<file path="src/rtl/swseq_pkg.sv">
// Shared constants for the debug-link mode-switch sequencer.
// Assumes all codes are stored as little-endian bit vectors: bit 0 is sent first.
package swseq_pkg;

    typedef enum logic [2:0] {
        SQ_LINE_RST = 3'd0,
        SQ_J2S      = 3'd1,
        SQ_S2J      = 3'd2,
        SQ_S2D      = 3'd3,
        SQ_D2S      = 3'd4,
        SQ_J2D      = 3'd5,
        SQ_D2J      = 3'd6,
        SQ_NONE     = 3'd7
    } seq_sel_e;

    // Fixed segment sizes of the streams
    localparam int unsigned ALERT_BITS       = 128;
    localparam int unsigned SW_CODE_BITS     = 16;
    localparam int unsigned J2D_CODE_BITS    = 31;
    localparam int unsigned ACT_SWD_BITS     = 8;
    localparam int unsigned ACT_JTAG_BITS    = 12;
    localparam int unsigned GAP_LO_BITS      = 4;
    localparam int unsigned PRE_HI_BITS      = 8;
    localparam int unsigned J2D_PRE_BITS     = 9;
    localparam int unsigned TLR_HI_BITS      = 8;
    localparam int unsigned ACT_TAIL_HI_BITS = 12;
    localparam int unsigned PARK_LO_BITS     = 8;

    // Code words, bit 0 first on the wire
    localparam logic [127:0] ALERT_PAT = 128'h19BC_0EA2_E3DD_AFE9_8685_2D95_6209_F392;
    localparam logic [127:0] J2S_PAT   = 128'hE79E;
    localparam logic [127:0] S2J_PAT   = 128'hE73C;
    localparam logic [127:0] S2D_PAT   = 128'hE3BC;
    localparam logic [127:0] J2D_PAT   = 128'h33BB_BBBA;
    localparam logic [127:0] ACT_PAT   = 128'h1A;

    // Returns bit k of a stored code word
    function automatic logic pat_bit(input logic [127:0] v, input int unsigned k);
        return 1'(v >> k);
    endfunction

endpackage

</file>
<file path="src/rtl/swseq_pattern.sv">
// Stream pattern lookup: maps (selector, bit position) to the line value and
// reports the index of the final bit of the selected stream.
// Assumes idx never exceeds the reported last index; purely combinational.
module swseq_pattern
    import swseq_pkg::*;
#(
    parameter int unsigned HI_RUN = 56,
    parameter int unsigned LO_RUN = 8,
    parameter int          IW     = 8
) (
    input  seq_sel_e        sel,
    input  logic [IW-1:0]   idx,
    output logic            bit_o,
    output logic [IW-1:0]   last_idx
);

    // Segment boundaries (exclusive end positions)
    localparam int unsigned LR_LEN    = HI_RUN + LO_RUN;
    localparam int unsigned SC_END    = HI_RUN + SW_CODE_BITS;
    localparam int unsigned J2S_HI2   = SC_END + HI_RUN;
    localparam int unsigned J2S_LEN   = J2S_HI2 + LO_RUN;
    localparam int unsigned S2J_LEN   = SC_END + TLR_HI_BITS;
    localparam int unsigned S2D_LEN   = SC_END;
    localparam int unsigned AL_END    = PRE_HI_BITS + ALERT_BITS;
    localparam int unsigned GAP_END   = AL_END + GAP_LO_BITS;
    localparam int unsigned ACT_END   = GAP_END + ACT_SWD_BITS;
    localparam int unsigned TAIL_END  = ACT_END + ACT_TAIL_HI_BITS;
    localparam int unsigned D2S_HIEND = TAIL_END + HI_RUN;
    localparam int unsigned D2S_LEN   = D2S_HIEND + LO_RUN;
    localparam int unsigned J2D_LEN   = J2D_PRE_BITS + J2D_CODE_BITS;
    localparam int unsigned D2J_LEN   = GAP_END + ACT_JTAG_BITS + PARK_LO_BITS;

    int unsigned pos;
    int unsigned total;

    // Decode the current bit and stream length from the selector
    always_comb begin
        pos   = 32'(idx);
        bit_o = 1'b0;
        total = 1;
        case (sel)
            SQ_LINE_RST: begin
                total = LR_LEN;
                bit_o = (pos < HI_RUN);
            end
            SQ_J2S: begin
                total = J2S_LEN;
                if (pos < HI_RUN)       bit_o = 1'b1;
                else if (pos < SC_END)  bit_o = pat_bit(J2S_PAT, pos - HI_RUN);
                else if (pos < J2S_HI2) bit_o = 1'b1;
                else                    bit_o = 1'b0;
            end
            SQ_S2J: begin
                total = S2J_LEN;
                if (pos < HI_RUN)      bit_o = 1'b1;
                else if (pos < SC_END) bit_o = pat_bit(S2J_PAT, pos - HI_RUN);
                else                   bit_o = 1'b1;
            end
            SQ_S2D: begin
                total = S2D_LEN;
                if (pos < HI_RUN) bit_o = 1'b1;
                else              bit_o = pat_bit(S2D_PAT, pos - HI_RUN);
            end
            SQ_D2S: begin
                total = D2S_LEN;
                if (pos < PRE_HI_BITS)    bit_o = 1'b1;
                else if (pos < AL_END)    bit_o = pat_bit(ALERT_PAT, pos - PRE_HI_BITS);
                else if (pos < GAP_END)   bit_o = 1'b0;
                else if (pos < ACT_END)   bit_o = pat_bit(ACT_PAT, pos - GAP_END);
                else if (pos < D2S_HIEND) bit_o = 1'b1;
                else                      bit_o = 1'b0;
            end
            SQ_J2D: begin
                total = J2D_LEN;
                if (pos < J2D_PRE_BITS) bit_o = 1'b1;
                else                    bit_o = pat_bit(J2D_PAT, pos - J2D_PRE_BITS);
            end
            SQ_D2J: begin
                total = D2J_LEN;
                if (pos < PRE_HI_BITS) bit_o = 1'b1;
                else if (pos < AL_END) bit_o = pat_bit(ALERT_PAT, pos - PRE_HI_BITS);
                else                   bit_o = 1'b0;
            end
            default: begin
                total = 1;
                bit_o = 1'b0;
            end
        endcase
    end

    assign last_idx = IW'(total - 1);

endmodule

</file>
<file path="src/rtl/swseq_pacer.sv">
// Bit pacer: owns the debug clock phase, the bit index and the busy/done flags.
// Assumes tick is a one-cycle clock enable; each tick is half a debug-clock period.
module swseq_pacer #(
    parameter int IW = 8
) (
    input  logic          clk,
    input  logic          rst_n,
    input  logic          tick,
    input  logic          start,
    input  logic          sel_ok,
    input  logic [IW-1:0] last_idx,
    output logic          accept,
    output logic          busy,
    output logic          dclk,
    output logic          done,
    output logic [IW-1:0] idx
);

    // A launch is taken only when idle and the selector names a stream
    assign accept = start & sel_ok & ~busy;

    // Advance clock phase on each tick; step the index when the clock falls
    always_ff @(posedge clk) begin
        if (!rst_n) begin
            busy <= 1'b0;
            dclk <= 1'b0;
            done <= 1'b0;
            idx  <= '0;
        end else begin
            done <= 1'b0;
            if (accept) begin
                busy <= 1'b1;
                dclk <= 1'b0;
                idx  <= '0;
            end else if (busy && tick) begin
                if (!dclk) begin
                    dclk <= 1'b1;
                end else begin
                    dclk <= 1'b0;
                    if (idx == last_idx) begin
                        busy <= 1'b0;
                        done <= 1'b1;
                        idx  <= '0;
                    end else begin
                        idx <= idx + 1'b1;
                    end
                end
            end
        end
    end

endmodule

</file>
<file path="src/rtl/dbg_switch_seq.sv">
// Debug-link mode-switch sequencer top: latches the selector at launch and
// drives clock, data and output-enable from the pacer and the pattern lookup.
// Assumes sel is only sampled on an accepted start; outputs are idle-low.
module dbg_switch_seq
    import swseq_pkg::*;
#(
    parameter int unsigned HI_RUN = 56,
    parameter int unsigned LO_RUN = 8
) (
    input  logic       clk,
    input  logic       rst_n,
    input  logic       tick,
    input  logic       start,
    input  logic [2:0] sel,
    output logic       busy,
    output logic       done,
    output logic       dclk,
    output logic       dio,
    output logic       dio_oe
);

    localparam int unsigned LEN_D2S = PRE_HI_BITS + ALERT_BITS + GAP_LO_BITS + ACT_SWD_BITS
                                      + ACT_TAIL_HI_BITS + HI_RUN + LO_RUN;
    localparam int unsigned LEN_J2S = 2 * HI_RUN + SW_CODE_BITS + LO_RUN;
    localparam int unsigned MAXLEN  = (LEN_D2S > LEN_J2S) ? LEN_D2S : LEN_J2S;
    localparam int          IW      = $clog2(MAXLEN);

    seq_sel_e      sel_q;
    logic          accept;
    logic          sel_ok;
    logic          pat_out;
    logic [IW-1:0] idx;
    logic [IW-1:0] last_idx;

    assign sel_ok = (seq_sel_e'(sel) != SQ_NONE);

    // Hold the selector for the whole stream
    always_ff @(posedge clk) begin
        if (!rst_n)      sel_q <= SQ_LINE_RST;
        else if (accept) sel_q <= seq_sel_e'(sel);
    end

    swseq_pacer #(.IW(IW)) u_pacer (
        .clk      (clk),
        .rst_n    (rst_n),
        .tick     (tick),
        .start    (start),
        .sel_ok   (sel_ok),
        .last_idx (last_idx),
        .accept   (accept),
        .busy     (busy),
        .dclk     (dclk),
        .done     (done),
        .idx      (idx)
    );

    swseq_pattern #(.HI_RUN(HI_RUN), .LO_RUN(LO_RUN), .IW(IW)) u_pattern (
        .sel      (sel_q),
        .idx      (idx),
        .bit_o    (pat_out),
        .last_idx (last_idx)
    );

    assign dio    = busy & pat_out;
    assign dio_oe = busy;

endmodule

</file>
<file path="config.mk">
export PLATFORM = sky130hd
export DESIGN_NAME = dbg_switch_seq
export DESIGN_NICKNAME = d
export VERILOG_FILES = /design/src/rtl/swseq_pkg.sv /design/src/rtl/swseq_pattern.sv /design/src/rtl/swseq_pacer.sv /design/src/rtl/dbg_switch_seq.sv
export SDC_FILE = /design/constraint.sdc
export NUM_CORES = 1
export LEC_CHECK = 0
export BUFFER_PORTS_ARGS = -buffer_cell sky130_fd_sc_hd__buf_4
export CAP_MARGIN = 15
export CORE_MARGIN = 4
export CORE_UTILIZATION = 54
export CTS_CLUSTER_SIZE = 24
export DETAILED_ROUTE_END_ITERATION = 6
export HOLD_SLACK_MARGIN = 0.15
export PLACE_DENSITY = 0.85
export SYNTH_ARGS = -nofsm -noshare
export SYNTH_HDL_FRONTEND = slang
export SYNTH_SLANG_ARGS = --single-unit
export TNS_END_PERCENT = 5
</file>
<file path="constraint.sdc">
create_clock -name clk -period 2.71 [get_ports clk]
set_input_delay 0.542 -clock clk [delete_from_list [all_inputs] [get_ports clk]]
set_output_delay 0.542 -clock clk [all_outputs]
set_load 0.05 [all_outputs]
</file>
==> impl_metrics.py, run 1 <==
metrics = {
    "worst_setup_path": {
        "r2r_end": "u_pacer.idx[4]$_SDFFE_PP0P_",
        "crit_path_end_kind": "output port",
        "startpoint_type": "register",
        "critPathMaxStageDelay_ns": 0.35,
        "crit_buf_inv": 3,
        "cp_top_family": "compound AO/OA/AOI/OAI gates",
        "crit_type": "reg2out",
        "critical_path_arrival_ns": 2.36,
        "timing.rr.start": "u_pacer.idx[1]$_SDFFE_PP0P_",
        "cp.required_ns": 2.17,
        "r2r_cells": 8,
        "worst_path_max_delay_cell": "dfxtp_2",
        "cp_cell_sequence": "buf_12, ha_2, buf_4, a211o_1, o31ai_1, a32oi_1, o211ai_1, o2bb2ai_4, buf_6",
        "reg2reg_slack_ns": 0.53,
        "crit_fanout": 17,
    },
    "worst_hold_path": {
        "holdPathStages": 3,
        "min_to": "u_pacer.done$_SDFF_PP0_",
        "min-delay-start": "rst_n",
        "hold_path_class": "in2reg",
    },
    "yosys": {
        "yosysSeqAreaShare_pct": 17.4,
        "syn_area_sq_um": 1610,
        "synth.most_common_cell": "a21oi_1",
        "synthCells": 222,
        "synth_area_leaders": "dfxtp_1 17%, xnor2_1 8.7%, a21oi_1 7.4%",
        "synth_edf_count": 0,
        "yosysTopAreaCellShare_pct": 17.4,
        "synth_xor_xnor_area_share_pct": 10.3,
        "yosysWarnings": 0,
        "synth_compound_area_share_pct": 31.2,
        "avgSynthCellArea_sq_um": 7.27,
        "synthMuxAreaShare_pct": 0.620,
        "synthTopCellsByCount": "24 x a21oi_1, 20 x nor2_1, 16 x xnor2_1",
        "synth_fa_ha_area_share_pct": 6.20,
        "synth_top_family_by_area": "compound AO/OA/AOI/OAI gates",
        "syn_nets": 237,
        "yosys_register_bits": 14,
        "synth.distinct_cells": 58,
        "synthFlopType": "dfxtp_1",
        "async_flop_share_pct": 0,
        "yosys.area_share.simple_pct": 24.7,
        "synth_area_leader_cell": "dfxtp_1",
    },
    "global_route": {
        "grt_usage_pct": 25.6,
        "antenna_found_initial": 0,
        "grt_max_degree": 19,
        "grt_pass1_vias": 1799,
        "grt_pass1_wl_um": 8340,
        "grt_overflow_total": 0,
    },
    "clock_network": {
        "clk_latency_ns": 0.29,
        "holdBufCountCts": 0,
        "cts_sinks": 14,
        "cts-htree-levels": 1,
        "clockBufferDepth": 2,
        "path_clk_slew_ns": 0.10,
        "cts_tree": "done",
        "root_buffer": "clkbuf_4",
        "cts_buffers": 3,
    },
    "sta": {
        "min_period_ns": 2.91,
        "layout_setup_ws_ns": -0.197,
        "worstMarginPinSlew_ns": 0.412,
        "setup_viol_count_final": 1,
        "slew_headroom_pct": 72.5,
        "timing.fmax_ghz": 0.344,
        "skew_ns": 0.00946,
        "rsz0062_at_grt": "true",
        "finalHoldViolCount": 0,
        "final.period_utilization_pct": 107,
        "final-max-slew-violation-count": 0,
    },
    "floorplanning": {
        "dieArea_sq_um": 3930,
        "core_area_sq_um": 2810,
        "rows": 19,
        "fp.dieH_um": 62.7,
        "die_w_um": 62.7,
        "start_util_pct": 57.5,
        "ios": 12,
    },
    "routing": {
        "wl_per_cell_um": 18.0,
        "drtAntennaViolNets": 0,
        "drc": 0,
        "drt_wl_total_um": 4990,
        "vias": 1865,
        "first_pass_iters": 5,
        "drt-vias-per-instance": 6.73,
        "drt_iter0_markers": 209,
    },
    "placed_design": {
        "place_ws_ns": 0.0297,
        "routabilityCongestion": 0.930,
        "place_hpwl_um": 3450,
        "portBuffers": 11,
    },
    "pwr": {
        "power.leakage_nw": 0.742,
        "cellPowerDensity_nw_per_um2": 233,
        "vdd_drop_max_mv": 0.207,
        "total_power_mw": 0.472,
    },
    "status": {
        "status": "finished with violations",
        "violations": "setup timing",
    },
    "finish": {
        "synthToLayoutAreaGrowth_pct": 25.6,
        "drive_gt1_share_pct": 30.9,
        "finalNetCount": 262,
        "antennaDiodeCount": 0,
    },
    "job": {
        "drv_cap": 0,
    },
}
## worst min-delay path: cells and delay by family
family | cells | cell delay [ns]
and+or+nand+nor | 2 | 0.12
buffers and inverters | 1 | 0.13
## cells in the final DEF, fill, tap and decap left out, drive strengths merged, types with 7 or more instances in the layout
master	count
dfxtp	14
inv	10
ha	8
xnor2	16
nand3	12
o21ai	14
a21oi	24
buf	41
nand2	8
nor2b	8
nor3	7
nor2	20
## registers in the layout, summed over array words and instances (netlist names)
signal        cells
u_pacer.done      1
sel_q             3
u_pacer.idx       8
u_pacer.dclk      1
u_pacer.busy      1
## timing repair
item                       CTS  global route
resized for setup           24             6
buffers inserted             6             0
pin swaps                   11             4
setup endpoints to repair    1             1
## worst max-delay path by stage
stage / from / end / slack (ns) / depth (start not counted)
after CTS: u_pacer.idx[4]$_SDFFE_PP0P_ / dio / -0.13 / 8
after global routing: u_pacer.idx[3]$_SDFFE_PP0P_ / dio / -0.25 / 10
final: u_pacer.idx[2]$_SDFFE_PP0P_ / dio / -0.20 / 9
after detailed placement: u_pacer.idx[5]$_SDFFE_PP0P_ / dio / 0.03 / 8
after global placement: u_pacer.idx[3]$_SDFFE_PP0P_ / dio / 0.05 / 10
after floorplan: u_pacer.idx[3]$_SDFFE_PP0P_ / dio / 0.04 / 9
## power by group
part	switching, mW	leakage (nW)	internal (mW)
sequential	0.0123	0.117	0.209
clock	0.0752	0.0210	0.0818
combinational	0.0565	0.603	0.0370
total	0.144	0.742	0.328
## metrics by stage
step / cell area [sq um] / TNS [ns] / utilization [%] / cells / hold WS (ns)
finish: 2030 / -0.197 / 72.3 / 277 / 0.535
global route: 2030 / -0.246 / 72.3 / 277 / 0.535
CTS: 2010 / -0.132 / 71.5 / 277 / 0.533
detailed placement: 1850 / 0 / 66.1 / 267 / 0.561
global placement: 1850 / 0 / 66.1 / 267 / 0.560
floorplan: 1670 / 0 / - / 222 / 0.579
## cell families after synthesis
logic type	count (synthesis)
AOI/OAI and AO/OA	74
and+or+nand+nor	74
muxes	1
adders and majority gates	8
xor gates and xnor gates	19
buffers and inverters	32
DFF	14
## metal layers
layer / global-route usage, % / vias to the layer above / part of all wire (%)
li1: - / 869 / -
met1: 31.7 / 875 / 42
met2: 44.9 / 95 / 48
met3: 2.70 / 26 / 5.9
met4: 9.92 / 0 / 3.6
met5: 0 / - / 0
## area by class of cell
class	instances	area, sq um
Fill cell	209	778
Inverter	11	41.3
Multi-Input combinational cell	176	1270
Clock buffer	4	36.3
Timing Repair Buffer	41	344
Sequential cell	14	293
Tap cell	31	38.8
(Power assumes the default switching activity.)
==> inputs of run 2 (changes only) <==
Settings changed: CORE_UTILIZATION 54 to 55, SYNTH_HIERARCHICAL set to 1.
==> run 2 against run 1 <==
The flow still finishes with violations (setup timing). Clock-buffer cell count is the same. Combinational power grew 11%. Die area grew 9.9%. Register-to-register slack gained 0.13 ns. Final cell count grew 18%. Fmax shrank 5.3%. Largest power group unchanged. Highest routed layer unchanged.
==> impl_metrics.py, run 2 <==
metrics = {
    "routing": {
        "drt-vias-per-instance": 6.06,
        "first_pass_iters": 4,
        "vias": 1983,
        "drt_iter0_markers": 110,
        "wl_per_cell_um": 16.4,
        "drt_wl_total_um": 5350,
        "drtAntennaViolNets": 0,
        "drc": 0,
    },
    "yosys": {
        "synthFlopType": "dfxtp_1",
        "async_flop_share_pct": 0,
        "yosys_register_bits": 14,
        "synthTopCellsByCount": "22 x nor2_1, 18 x nand2_1, 16 x xnor2_1",
        "avgSynthCellArea_sq_um": 7.53,
        "synthCells": 243,
        "syn_area_sq_um": 1830,
        "yosysWarnings": 6,
        "synth_edf_count": 0,
        "yosysSeqAreaShare_pct": 15.3,
        "syn_nets": 258,
        "synth.most_common_cell": "nor2_1",
        "synth.distinct_cells": 61,
        "synth_area_leader_cell": "dfxtp_1",
        "synth_area_leaders": "dfxtp_1 15%, xnor2_1 7.7%, ha_1 5.5%",
        "yosysTopAreaCellShare_pct": 15.3,
    },
    "global_route": {
        "grt_usage_pct": 25.2,
        "grt_max_degree": 17,
        "antenna_found_initial": 0,
        "grt_overflow_total": 0,
        "grt_pass1_vias": 1796,
        "grt_pass1_wl_um": 8510,
    },
    "worst_hold_path": {
        "hold_path_class": "in2reg",
    },
    "clock_network": {
        "root_buffer": "clkbuf_4",
        "cts_tree": "done",
        "clockBufferDepth": 2,
        "cts_sinks": 14,
        "cts-htree-levels": 1,
        "path_clk_slew_ns": 0.09,
        "holdBufCountCts": 0,
        "cts_buffers": 3,
        "clk_latency_ns": 0.29,
    },
    "finish": {
        "synthToLayoutAreaGrowth_pct": 27.3,
        "layoutNonFillerInstCount": 327,
        "reg.largest.list": "u_pacer/idx: 8 flops, sel_q: 3 flops",
        "finalInstanceArea_sq_um": 2330,
        "antennaDiodeCount": 0,
        "largest_reg_flops": 8,
        "finalNetCount": 299,
        "drive_gt1_share_pct": 32.9,
        "final_cell_mix": "54 x buf_4, 21 x nor2_1, 18 x nand2_1",
        "regMostFlops": "u_pacer/idx",
        "final_common_cell": "buf_4",
    },
    "sta": {
        "worstMarginPinSlew_ns": 0.407,
        "final.period_utilization_pct": 113,
        "skew_ns": 0.00531,
        "rsz0062_at_grt": "true",
        "timing.fmax_ghz": 0.326,
        "finalHoldViolCount": 0,
        "layout_setup_ws_ns": -0.359,
        "slew_headroom_pct": 72.6,
        "final-max-slew-violation-count": 0,
        "min_period_ns": 3.07,
        "setup_viol_count_final": 1,
    },
    "status": {
        "violations": "setup timing",
        "status": "finished with violations",
    },
    "worst_setup_path": {
        "timing.rr.start": "sel_q[2]$_SDFFE_PN0P_",
        "reg2reg_slack_ns": 0.66,
        "cp.required_ns": 2.17,
        "r2r_cells": 7,
        "crit_fanout": 5,
        "startpoint_type": "register",
        "crit_path_end_kind": "output port",
        "r2r_end": "u_pacer/idx[7]$_SDFFE_PP0N_",
        "crit_type": "reg2out",
        "crit_start": "u_pacer/idx[2]$_SDFFE_PP0N_",
        "endpoint": "dio",
        "critical_path_arrival_ns": 2.53,
    },
    "pwr": {
        "p_clk_share_pct": 32.9,
        "switchingPower_mw": 0.143,
        "cellPowerDensity_nw_per_um2": 204,
        "combPwrFrac_pct": 21.9,
        "power.leakage_nw": 0.925,
        "switching_share_pct": 30.0,
        "vdd_drop_max_mv": 0.287,
        "pwr-share-seq_pct": 45.2,
        "p_int_mw": 0.332,
    },
    "placed_design": {
        "place_hpwl_um": 3870,
        "routabilityCongestion": 1.00,
        "dpl_cell_area_sq_um": 2210,
        "portBuffers": 11,
        "dp.cells": 317,
    },
    "job": {
        "drv_cap": 0,
    },
    "floorplanning": {
        "die_w_um": 65.7,
        "core_area_sq_um": 3130,
        "dieArea_sq_um": 4320,
        "rows": 20,
        "ios": 12,
        "start_util_pct": 58.5,
        "fp.dieH_um": 65.7,
    },
}
-- run 2: cell types whose count changed after synthesis, moves of 5 or more --
cell     delta
buf_4       +5
nand4_1     +7
nand2_1    +10
a21oi_1    -13
-- run 2: layer usage --
layer	track usage (%)	vias up	wire, um
met3	2.05	15	278
met5	0	-	0
met4	9.59	0	131
met1	32.5	928	2290
met2	43.3	74	2650
li1	-	966	-
-- run 2: cell type report --
type                    instances  area [sq um]
flip-flops and latches         14           299
multi-input cells             197          1450
well taps                      44          55.1
repair buffers                 56           440
inverters                      12          52.6
clock buffers                   4          36.3
fillers                       216           798
-- run 2: worst min-delay path by stage --
stage / from / endpoint / slack [ns] / cells past startpoint
floorplan: sel_q[1]$_SDFFE_PN0P_ / sel_q[1]$_SDFFE_PN0P_ / 0.48 / 2
global placement: u_pacer/dclk$_SDFFE_PP0N_ / u_pacer/dclk$_SDFFE_PP0N_ / 0.57 / 2
detailed placement: u_pacer/busy$_SDFFE_PN0P_ / u_pacer/busy$_SDFFE_PN0P_ / 0.59 / 2
CTS: rst_n / sel_q[2]$_SDFFE_PN0P_ / 0.51 / 2
global route: rst_n / sel_q[2]$_SDFFE_PN0P_ / 0.51 / 2
finish: rst_n / sel_q[2]$_SDFFE_PN0P_ / 0.51 / 2
-- run 2: worst max-delay path, stage by stage (launching register included) --
cell     delay [ns]
dfxtp_4        0.40
inv_4          0.05
ha_4           0.15
nor2b_4        0.13
o41ai_2        0.27
a31oi_1        0.13
a31oi_1        0.17
o32ai_1        0.11
or4b_1         0.54
and2_4         0.16
buf_8          0.14
-- run 2: cells by family (layout without fill, tap and decap cells) --
| group | count (synthesis) | count (layout) | synth area share (%) |
|---|---|---|---|
| xor+xnor | 24 | 24 | 12.9 |
| compound gates | 55 | 55 | 22.2 |
| simple gates | 104 | 104 | 31.8 |
| flops | 14 | 14 | 15.3 |
| buf+inv | 32 | 72 | 8.89 |
| fa+ha+maj | 8 | 8 | 5.47 |
| mux | 6 | 6 | 3.42 |
-- run 2: power groups by stage --
stage          registers, mW  clock network [mW]  logic, mW
3_5_place_dp           0.221                   0     0.0988
6_report               0.215               0.156      0.104
2_1_floorplan          0.225                   0     0.0669
4_1_cts                0.214               0.155      0.101
3_3_place_gp           0.221                   0     0.0962
5_1_grt                0.216               0.170      0.113
-- run 2: per-stage QoR --
step	setup WS [ns]	total power [mW]	util (%)	hold slack, ns	setup TNS, ns
final	-0.359	0.475	74.5	0.508	-0.359
after CTS	-0.321	0.471	72.5	0.508	-0.321
after global routing	-0.444	0.499	74.5	0.510	-0.444
after detailed placement	-0.0990	0.320	70.6	0.588	-0.0990
after global placement	-0.0611	0.317	70.6	0.570	-0.0611
after floorplan	-0.0241	0.291	-	0.481	-0.0241
-- run 2: what timing repair did --
item / in CTS / in global routing
setup endpoints to repair: 1 / 1
buffers inserted: 1 / 5
pin swaps: 2 / 5
gates cloned: 0 / 0
resized for setup: 7 / 10
==> inputs of run 3 (changes only) <==
Settings changed: PLACE_DENSITY 0.85 to 0.74.
==> run 3 against run 2 <==
The flow still finishes with violations (setup timing). Global-route usage down 0.41 points. Power down 5.0%. Flip-flop and latch count unchanged. Die area unchanged. Combinational power about the same. First-iteration DRC count up 90%. Sequential share of layout area up 0.16 points. Clock skew up 0.0023 ns. Sequential power about the same. Worst setup slack worse by 0.068 ns. Final cell count down 1.2%.
==> impl_metrics.py, run 3 (synthesis gave the netlist of run 2 again) <==
metrics = {
    "worst_setup_path": {
        "crit_path_end_kind": "output port",
        "startpoint_type": "register",
        "timing.rr.start": "sel_q[0]$_SDFFE_PN0P_",
        "crit_type": "reg2out",
        "critical_path_arrival_ns": 2.59,
        "crit_start": "u_pacer/idx[2]$_SDFFE_PP0N_",
        "cp.required_ns": 2.17,
        "cp_top_family": "simple AND/OR/NAND/NOR gates",
        "cp_cell_sequence": "inv_4, ha_4, nor2b_4, o41ai_2, a31oi_1, a31oi_1, o32ai_1, or4b_1, and2_4, buf_8",
        "worst_path_max_delay_cell": "or4b_1",
        "crit_fanout": 6,
        "critPathMaxStageDelay_ns": 0.51,
        "crit_buf_inv": 2,
        "worst_path_most_repeated_cell": "a31oi_1",
    },
    "finish": {
        "synthToLayoutAreaGrowth_pct": 24.6,
        "drive_gt1_share_pct": 30.1,
        "regMostFlops": "u_pacer/idx",
        "finalNetCount": 295,
        "largest_reg_flops": 8,
        "final_cell_mix": "49 x buf_4, 22 x nor2_1, 18 x nand2_1",
        "reg.largest.list": "u_pacer/idx: 8 flops, sel_q: 3 flops",
        "antennaDiodeCount": 0,
        "final_common_cell": "buf_4",
        "layoutNonFillerInstCount": 323,
    },
    "placed_design": {
        "portBuffers": 11,
        "place_ws_ns": -0.116,
        "dp.cells": 314,
        "place_hpwl_um": 3760,
        "routabilityCongestion": 0.934,
    },
    "sta": {
        "layout_setup_ws_ns": -0.427,
        "final.period_utilization_pct": 116,
        "worstMarginPinSlew_ns": 0.428,
        "finalHoldViolCount": 0,
        "min_period_ns": 3.14,
        "setup_viol_count_final": 1,
        "timing.fmax_ghz": 0.319,
        "skew_ns": 0.00762,
        "slew_headroom_pct": 71.5,
        "final-max-slew-violation-count": 0,
        "tns_ns": -0.427,
        "rsz0062_at_grt": "true",
    },
    "routing": {
        "first_pass_iters": 4,
        "drtAntennaViolNets": 0,
        "drt_wl_total_um": 4950,
        "wl_per_cell_um": 15.3,
        "drt_iter0_markers": 209,
        "drt-vias-per-instance": 5.93,
        "vias": 1916,
        "drc": 0,
    },
    "clock_network": {
        "clk_latency_ns": 0.30,
        "cts_sinks": 14,
        "path_clk_slew_ns": 0.09,
        "cts_tree": "done",
        "clockBufferDepth": 2,
        "root_buffer": "clkbuf_4",
        "holdBufCountCts": 0,
        "cts_buffers": 3,
        "cts-htree-levels": 1,
    },
    "floorplanning": {
        "dieArea_sq_um": 4320,
        "start_util_pct": 58.5,
        "rows": 20,
        "die_w_um": 65.7,
        "fp.dieH_um": 65.7,
        "ios": 12,
        "core_area_sq_um": 3130,
    },
    "pwr": {
        "p_int_mw": 0.309,
        "power.leakage_nw": 0.892,
        "cellPowerDensity_nw_per_um2": 198,
        "p_clk_share_pct": 29.7,
        "combPwrFrac_pct": 22.5,
        "switching_share_pct": 31.6,
        "switchingPower_mw": 0.142,
        "vdd_drop_max_mv": 0.156,
        "pwr-share-seq_pct": 47.8,
    },
    "global_route": {
        "grt_pass1_vias": 1828,
        "grt_max_degree": 23,
        "antenna_found_initial": 0,
        "grt_overflow_total": 0,
        "grt_usage_pct": 24.8,
        "grt_pass1_wl_um": 8450,
    },
    "status": {
        "status": "finished with violations",
        "violations": "setup timing",
    },
    "worst_hold_path": {
        "min-delay-start": "rst_n",
        "hold_path_class": "in2reg",
    },
    "job": {
        "drv_cap": 0,
    },
}
run 3: cell count changes in the layout (fill, tap and decap cells not counted), sizes merged:
cell  change
buf       -4
run 3: what timing repair did:
item | in CTS | in global routing
setup endpoints to repair | 1 | 1
setup buffers | 2 | 3
gates resized for setup | 6 | 1
pin swaps | 4 | 4
run 3: cell type report:
cell class | count | area [sq um]
well taps | 44 | 55.1
multi-input cells | 197 | 1430
repair buffers | 52 | 423
inverters | 12 | 47.5
clock buffers | 4 | 26.3
flip-flops and latches | 14 | 297
fillers | 243 | 847
run 3: power groups by stage:
stage | Combinational (mW) | Sequential [mW] | Clock, mW
after floorplan | 0.0669 | 0.225 | 0
after global placement | 0.0970 | 0.221 | 0
after detailed placement | 0.0979 | 0.221 | 0
after CTS | 0.0996 | 0.215 | 0.136
after global routing | 0.110 | 0.217 | 0.148
final | 0.102 | 0.215 | 0.134
run 3: routing by layer:
layer	vias to the layer above	GRT usage, %	routed length (um)
met5	-	0	0
met4	0	7.25	85
met3	8	3.42	284
met2	69	40.8	2260
met1	889	33.5	2320
li1	950	-	-
run 3: path summary, 6_finish.rpt:
check / to / slack, ns / cells past startpoint
hold reg to reg: u_pacer/busy$_SDFFE_PN0P_ / 0.60 / 2
setup / recovery: dio / -0.43 / 10
hold / removal: sel_q[0]$_SDFFE_PN0P_ / 0.51 / 2
setup reg to reg: u_pacer/idx[3]$_SDFFE_PP0N_ / 0.69 / 8
run 3: worst register-to-register path, stage by stage, from the launching register on:
cell and delay [ns]:
dfxtp_1 0.48, inv_1 0.15, nand2_1 0.11, buf_4 0.13, o21ai_0 0.09, xnor2_1 0.18, nand4_2 0.15, o31ai_4 0.45
nor2_1 0.15
run 3: metrics by stage:
step	utilization, %	power [mW]	hold WS (ns)	cell area (sq um)
after floorplan	-	0.291	0.481	1910
after global placement	70.2	0.318	0.582	2200
after detailed placement	70.2	0.319	0.589	2200
after CTS	72.1	0.451	0.513	2250
after global routing	72.9	0.475	0.511	2280
final	72.9	0.451	0.512	2280
